`config.mk`:
```
export PLATFORM = sky130hd
export DESIGN_NAME = wk_poll_seq
export DESIGN_NICKNAME = d
export VERILOG_FILES = /design/src/rtl/wk_pkg.sv /design/src/rtl/wk_span_ctr.sv /design/src/rtl/wk_setup_mask.sv /design/src/rtl/wk_poll_seq.sv
export SDC_FILE = /design/constraint.sdc
export NUM_CORES = 1
export LEC_CHECK = 0
export ABC_AREA = 1
export BUFFER_PORTS_ARGS = -buffer_cell sky130_fd_sc_hd__buf_2
export CAP_MARGIN = 20
export CORE_MARGIN = 8
export CORE_UTILIZATION = 60
export CTS_BUF_LIST = sky130_fd_sc_hd__clkbuf_16
export DETAILED_ROUTE_END_ITERATION = 12
export GPL_ROUTABILITY_DRIVEN = 0
export PLACE_DENSITY = 0.95
export SYNTH_ARGS = -nofsm -noshare
export SYNTH_HDL_FRONTEND = slang
export SYNTH_HIERARCHICAL = 1
export SYNTH_SLANG_ARGS = --single-unit
export TNS_END_PERCENT = 30
```
`constraint.sdc`:
```
create_clock -name clk -period 4.1 [get_ports clk]
set_input_delay 0.41 -clock clk [delete_from_list [all_inputs] [get_ports clk]]
set_output_delay 0.41 -clock clk [all_outputs]
set_load 0.01 [all_outputs]
```
`src/rtl/wk_pkg.sv`:
```
package wk_pkg;
  typedef enum logic [2:0] {
    WK_IDLE  = 3'd0,
    WK_SLAVE = 3'd1,
    WK_ON    = 3'd2,
    WK_OFF   = 3'd3,
    WK_HOLD  = 3'd4
  } wk_state_e;

  function automatic logic mode_is_ext(input logic [1:0] m);
    return m == 2'b00;
  endfunction

  function automatic logic mode_is_poll(input logic [1:0] m);
    return m == 2'b01;
  endfunction
endpackage

```
`src/rtl/wk_span_ctr.sv`:
```
module wk_span_ctr #(
  parameter int CNT_W = 16
) (
  input  logic             clk,
  input  logic             rst_n,
  input  logic             load,
  input  logic [CNT_W-1:0] load_val,
  input  logic             dec,
  output logic             last
);
  localparam logic [CNT_W-1:0] ONE = CNT_W'(1);

  logic [CNT_W-1:0] cnt;

  // a zero span is stretched to one tick
  always_ff @(posedge clk) begin
    if (!rst_n)
      cnt <= ONE;
    else if (load)
      cnt <= (load_val == '0) ? ONE : load_val;
    else if (dec && cnt > ONE)
      cnt <= cnt - ONE;
  end

  assign last = (cnt <= ONE);
endmodule

```
`src/rtl/wk_setup_mask.sv`:
```
module wk_setup_mask #(
  parameter int SETUP_TICKS = 84
) (
  input  logic clk,
  input  logic rst_n,
  input  logic pwr,
  input  logic raw,
  output logic dv_ok
);
  localparam int SW = $clog2(SETUP_TICKS + 2);
  localparam logic [SW-1:0] LIMIT = SW'(SETUP_TICKS);

  logic [SW-1:0] elapsed;

  always_ff @(posedge clk) begin
    if (!rst_n || !pwr)
      elapsed <= '0;
    else if (elapsed < LIMIT)
      elapsed <= elapsed + SW'(1);
  end

  assign dv_ok = pwr && raw && (elapsed == LIMIT);
endmodule

```
`src/rtl/wk_poll_seq.sv`:
```
module wk_poll_seq #(
  parameter int CNT_W       = 16,
  parameter int SETUP_TICKS = 84
) (
  input  logic             clk,
  input  logic             rst_n,
  input  logic [1:0]       mode_i,
  input  logic [CNT_W-1:0] on_ticks,
  input  logic [CNT_W-1:0] off_ticks,
  input  logic             ext_pdn,
  input  logic             dv_raw,
  output logic             rx_en,
  output logic             dv_ok
);
  import wk_pkg::*;

  wk_state_e  state, state_nx;
  logic [1:0] mode_q;
  logic       mode_chg;
  logic       span_last;
  logic       span_load;
  logic       span_dec;
  logic [CNT_W-1:0] span_val;
  logic       keep_awake;

  assign mode_chg   = (mode_i != mode_q);
  assign keep_awake = mode_is_poll(mode_q) && dv_ok;

  always_comb begin
    unique case (state)
      WK_SLAVE:        rx_en = !ext_pdn;
      WK_ON, WK_HOLD:  rx_en = 1'b1;
      default:         rx_en = 1'b0;
    endcase
  end

  always_comb begin
    state_nx  = state;
    span_load = 1'b0;
    span_dec  = 1'b0;
    span_val  = on_ticks;
    if (mode_chg) begin
      state_nx = WK_IDLE;
    end else begin
      unique case (state)
        WK_IDLE: begin
          if (mode_is_ext(mode_q)) begin
            state_nx = WK_SLAVE;
          end else begin
            state_nx  = WK_ON;
            span_load = 1'b1;
          end
        end
        WK_ON: begin
          span_dec = 1'b1;
          if (keep_awake) begin
            state_nx = WK_HOLD;
          end else if (span_last) begin
            state_nx  = WK_OFF;
            span_load = 1'b1;
            span_val  = off_ticks;
          end
        end
        WK_OFF: begin
          span_dec = 1'b1;
          if (span_last) begin
            state_nx  = WK_ON;
            span_load = 1'b1;
          end
        end
        default: state_nx = state;
      endcase
    end
  end

  always_ff @(posedge clk) begin
    if (!rst_n) begin
      state  <= WK_IDLE;
      mode_q <= 2'b00;
    end else begin
      state  <= state_nx;
      mode_q <= mode_i;
    end
  end

  wk_span_ctr #(.CNT_W(CNT_W)) u_span (
    .clk      (clk),
    .rst_n    (rst_n),
    .load     (span_load),
    .load_val (span_val),
    .dec      (span_dec),
    .last     (span_last)
  );

  wk_setup_mask #(.SETUP_TICKS(SETUP_TICKS)) u_mask (
    .clk   (clk),
    .rst_n (rst_n),
    .pwr   (rx_en),
    .raw   (dv_raw),
    .dv_ok (dv_ok)
  );
endmodule

```
[Word level (Yosys, flattened, before mapping)]
Cells that the tools add are included.
Word-level totals
  register bits: 28
  bits in latches: 0
  memory bits (writable): 0
  memory bits (read-only): 0
  input bits: 38
  output and inout bits: 2
  word-level logic and storage cells: 56
  memories kept: 0
Operators by class
  add/sub/neg operators: 2
  multipliers: 0
  div/mod/pow operators: 0
  order comparisons: 3
  equal/unequal tests: 9
  shift-type cells: 0
  muxes and demuxes: 20
  bitwise gates (word level): 1
  reductions and logical operators: 17
Operators with widths (number)
  $mux 16: 7
  $gt 16x1->1 const B: 1
  $le 16x1->1 const B: 1
  $logic_not 16->1: 1
  $sub 16x1->16 const B: 1
  $mux 3: 3
  $pmux 3 s3: 1
  $add 7x1->7 const B: 1
  $eq 7x7->1 const B: 1
  $lt 7x7->1 const B: 1
  $eq 3x2->1 const B: 2
  $mux 1: 6
  $reduce_or 2->1: 3
  $logic_and 1x1->1: 4
  $eq 3x1->1 const B: 1
  $eq 3x3->1 const B: 1
  $logic_not 1->1: 3
  $logic_not 3->1: 1
  $ne 3x3->1 const B: 1
  $pmux 1 s3: 1
  $reduce_and 3->1: 1
  $reduce_bool 3->1: 1
  $eq 2x1->1 const B: 1
  $logic_not 2->1: 1
  7 further kinds: 7

[Logic depth before layout (Yosys ltp)]
  depth after elaboration: 12
  gate-level depth with buffers: 19
  gate-level depth less buffers: 18

[Cells and area by module]
The synthesis kept the hierarchy.
Modules (own cells, without submodules)
  wk_span_ctr: instances 1, cells an instance 220, area an instance 1219.9 um^2, seq. area each 320.3 um^2
  wk_poll_seq: instances 1, cells an instance 105, area an instance 581.8 um^2, seq. area each 100.1 um^2
  wk_setup_mask: instances 1, cells an instance 60, area an instance 417.9 um^2, seq. area each 140.1 um^2

[Worst setup path after synthesis]
No wires, ideal clock.
  path kind: flip-flop to flip-flop
  from: reg state[0]
  to: reg u_span.cnt[9]
  setup time: 72 ps
  arrival time: 3009 ps
  required time: 4028 ps
  setup slack: 1019 ps
  cell stages (with the launch flop): 17
  path buffers: 2
  clock period less this slack: 3081 ps
  cells stage by stage: dfxtp_1 -> inv_1 -> nor2_1 -> a21oi_1 -> a21oi_1 -> nand4_1 -> nor4_1 -> nand3_1 -> nand3_1 -> nand2_1 -> nor3_1 -> buf_2 -> clkbuf_1 -> nand2_1 -> nand2_1 -> nand2_1 -> a21oi_1
On the way
  elaborated cells between the ends (all ways): 24
  classes of those cells: eq/ne: 4; mux: 11; reduce/logical: 9
RTL lines
  start, declared: RTL line wk_poll_seq.sv:17  | wk_state_e state, state_nx;
  start signal, assigned: RTL line wk_poll_seq.sv:81  | state <= state_nx;
  $eq 3x2->1 or $eq 3x3->1 (tied branches): RTL line wk_poll_seq.sv:30  | unique case (state)
  $reduce_or 2->1: RTL line wk_poll_seq.sv:30
  $pmux 1 s2 (*): RTL line wk_poll_seq.sv:30
  named net rx_en: RTL line wk_poll_seq.sv:12  | output logic rx_en,
  $logic_and 1x1->1 (*) (2 in series): RTL line wk_setup_mask.sv:22  | assign dv_ok = pwr && raw && (elapsed == LIMIT);
  named net dv_ok: RTL line wk_poll_seq.sv:13  | output logic dv_ok
  $logic_and 1x1->1 (*): RTL line wk_poll_seq.sv:27  | assign keep_awake = mode_is_poll(mode_q) && dv_ok;
  $mux 1 (*): RTL line wk_poll_seq.sv:56  | if (keep_awake) begin
  $pmux 1 s3 (*): RTL line wk_poll_seq.sv:45  | unique case (state)
  $mux 1 (*): RTL line wk_poll_seq.sv:42  | if (mode_chg) begin
  named net span_load: RTL line wk_poll_seq.sv:21  | logic span_load;
  $mux 16 or $reduce_bool 2->1 (tied branches)
  end signal, assigned: RTL line wk_span_ctr.sv:20  | cnt <= (load_val == '0) ? ONE : load_val;
  end signal, assigned: RTL line wk_span_ctr.sv:22  | cnt <= cnt - ONE;
  end, declared: RTL line wk_span_ctr.sv:13  | logic [CNT_W-1:0] cnt;
The timed path passes the listed nets; every way through them passes the cells marked *.
A chain may end at the register's enable or synchronous reset.

[Worst setup path in the final report]
  from: reg state[0]
  to: reg u_span.cnt[14]
On the way
  elaborated cells between the ends (all ways): 24
  classes of those cells: eq/ne: 4; mux: 11; reduce/logical: 9
RTL lines (RTL line)
  $eq 3x2->1 or $eq 3x3->1 (tied branches): wk_poll_seq.sv:30, wk_poll_seq.sv:45
  $reduce_or 2->1: wk_poll_seq.sv:30
  $pmux 1 s2: wk_poll_seq.sv:30
  $logic_and 1x1->1 (2 in series): wk_setup_mask.sv:22
  $logic_and 1x1->1: wk_poll_seq.sv:27
  $mux 1: wk_poll_seq.sv:56
  $pmux 1 s3 (*): wk_poll_seq.sv:45
  $mux 1 (*): wk_poll_seq.sv:42
  named net span_load: wk_poll_seq.sv:21
  $mux 16 or $reduce_bool 2->1 (tied branches)
Marked as above.

==> reports/metrics.cfg <==
[run_status]
status=finished, final reports clean

[min_path]
hold_class=input pin to flip-flop
min_path_cells=3
holdPathEnd=mode_q[1]
hp-start=mode_i[1]

[setup_path]
rrSetupSlack_ns=0.99
crit_arrival_ns=3.30
path_class=flip-flop to flip-flop
timing.critical_path.slowest_cell_delay_ns=0.44
slowest_stage=dfxtp_1
r2r_cells=17
crit_family=simple AND/OR/NAND/NOR gates
critical_path_required_ns=4.29
reg2reg_from=state[0]
cp_common_cell=nand2_1
end_kind=flip-flop
worstPathCellList=inv_1 -> nor2_1 -> a21oi_1 -> a21oi_1 -> nand4_1 -> nor4_1 -> nand3_1 -> inv_1 -> nand2_1 -> nand2_1 -> nor3_2 -> buf_4 -> inv_1 -> nand3_1 -> nand2_1 -> nand2_1 -> a21oi_1
crit_buf_inv=4
critical_path.max_fanout=21
cp-start-kind=flip-flop
crit-reg2reg-capture=u_span/cnt[14]

[logic_synthesis]
synth.distinct_cells=33
async_reset_ff_frac=0
yosys-top-cells-count=131 x nand2_1, 68 x nor2_1, 34 x inv_1
yosysMostFrequentCell=nand2_1
synth_cells=385
synth.area.top_cells=dfxtp_1 25%, nand2_1 22%, nor2_1 11%
yosys.area.top_type=dfxtp_1
synth_flop_cell=dfxtp_1
seq_area_frac_synth=0.2525
avgSynthCellArea_um2=5.765
synth_nets=427
ys_ff_latch=28
netlist_area_mm2=0.002220
synth_edf_count=0
synth_top_area_frac=0.2525
yosys_warnings=6

[clocking]
postCtsSetupBuffers=0
cts_tree=done
cts-root-buf=clkbuf_16
cts_hold_buf=0
cts_made_buffers=3
clkLatencyLatePin_ns=0.26
post_cts_resized=0
clk_path_buf_depth=2
h-tree-depth=1
clk_pin_slew_ns=0.07
cts_num_sinks=28

[pwr]
p_leak_nw=1.261
p_per_area_mw_per_mm2=297.9
ir_drop_mv=0.1659

[final_layout]
n_antenna_cell=0
nNetsFinal=463
area_growth_pct=12.68
drive_above_1_share=0.1452

[grt]
grt_pass1_vias=2485
grt_use_total=0.2013
grt.overflow.total=0
antenna_found_initial=0
grt_pass1_wl_um=10280
grt_max_degree=22

[timing]
setup_viol=0
worst_slack_ns=0.9877
tightestPinTransition_ns=0.7503
fin_crit_sh=0.7591
slew_headroom=0.4986
layout_min_cycle_time_ns=3.112
skew_ns=0.002646
tns_ns=0
final_hold_viol_count=0
grt_setup_unrepaired=false
slew_violations=0
max_freq_mhz=321.3

[detailed_routing]
drt_pass1_iterations=6
drt_wl_total_um=5900
drc_errors=0
ant_nets=0
first_iter_violations=246
viasPerCell=5.511
num_vias=2579
wl_per_cell_um=12.61

[die]
die_area_mm2=0.005901
die_h_um=76.82
die_w_um=76.82
floorplan.initialDensity=0.6155
pin_count=40
core_area_mm2=0.003606
rows=22

[placement]
io_buffers=39
post-place-ws_ns=1.084
place_hpwl_um=4471

[job]
cap_violations=0

==> power breakdown <==
| part | total [mW] | internal [mW] | switching, mW |
|---|---|---|---|
| combinational | 0.219 | 0.0749 | 0.145 |
| sequential | 0.302 | 0.285 | 0.0166 |
| clock | 0.224 | 0.131 | 0.0931 |
| total | 0.745 | 0.491 | 0.254 |
==> per-stage QoR <==
step / cells / power, mW / hold WS [ns] / utilization / cell area (µm²)
CTS: 468 / 0.7438 / 0.3564 / 0.6936 / 2501
finish: 468 / 0.7451 / 0.3610 / 0.6936 / 2501
global placement: 464 / 0.5150 / 0.4768 / 0.6718 / 2422
detailed placement: 464 / 0.5199 / 0.4983 / 0.6718 / 2422
global route: 468 / 0.7891 / 0.3827 / 0.6936 / 2501
floorplan: 385 / 0.4650 / 0.4586 / - / 2220
==> logic make-up after synthesis <==
family | after synthesis | share of synthesized area
AOI/OAI and AO/OA | 47 | 0.1116
xor gates and xnor gates | 7 | 0.02762
adders and majority gates | 4 | 0.02255
buffers and inverters | 47 | 0.09357
DFF | 28 | 0.2525
and+or+nand+nor | 252 | 0.4921
==> cell type report <==
type	instances	area, µm²
clock inverters	1	3.754
repair buffers	40	202.7
inverters	38	142.6
clock buffers	3	75.07
multi-input cells	310	1456
well taps	48	60.06
fillers	307	1105
flip-flops and latches	28	560.5
==> worst max path at each step <==
stage	startpoint	endpoint	slack, ns	cells past startpoint
2_1_floorplan	state[0]	u_span/cnt[9]	1.02	16
3_3_place_gp	state[0]	u_span/cnt[11]	1.22	16
3_5_place_dp	state[0]	u_span/cnt[14]	1.08	17
4_1_cts	state[0]	u_span/cnt[11]	1.03	16
5_1_grt	state[0]	u_span/cnt[6]	0.61	16
6_report	state[0]	u_span/cnt[14]	0.99	17
==> layer usage <==
layer / routed length [µm] / track usage
met5: 0 / 0
met4: 91 / 0.08269
met3: 372 / 0.03030
met2: 2902 / 0.3551
met1: 2535 / 0.2349
==> state kept, by name, summed over array words and instances, names as in the netlist <==
signal,flops
mode_q,2
u_span/cnt,16
u_mask/elapsed,7
state,3
==> cells in the final DEF, fill, tap and decap left out, types with 3 or more instances in the layout <==
| cell type | count |
|---|---|
| o21ai_0 | 24 |
| dfxtp_1 | 28 |
| xnor2_1 | 3 |
| buf_2 | 39 |
| nand4_1 | 6 |
| xor2_1 | 4 |
| nor2_1 | 68 |
| nand2_1 | 131 |
| nand2_2 | 5 |
| inv_1 | 34 |
| clkbuf_16 | 3 |
| a21oi_1 | 16 |
| ha_1 | 4 |
| inv_2 | 3 |
| nand3_1 | 28 |
==> worst register-to-register path, delay by kind of cell, from the launching register on <==
family	cells	cell delay (ns)
DFF	1	0.44
and+or+nand+nor	10	1.40
AOI/OAI and AO/OA	3	0.37
buffers and inverters	4	0.82
(Power assumes the default switching activity.)
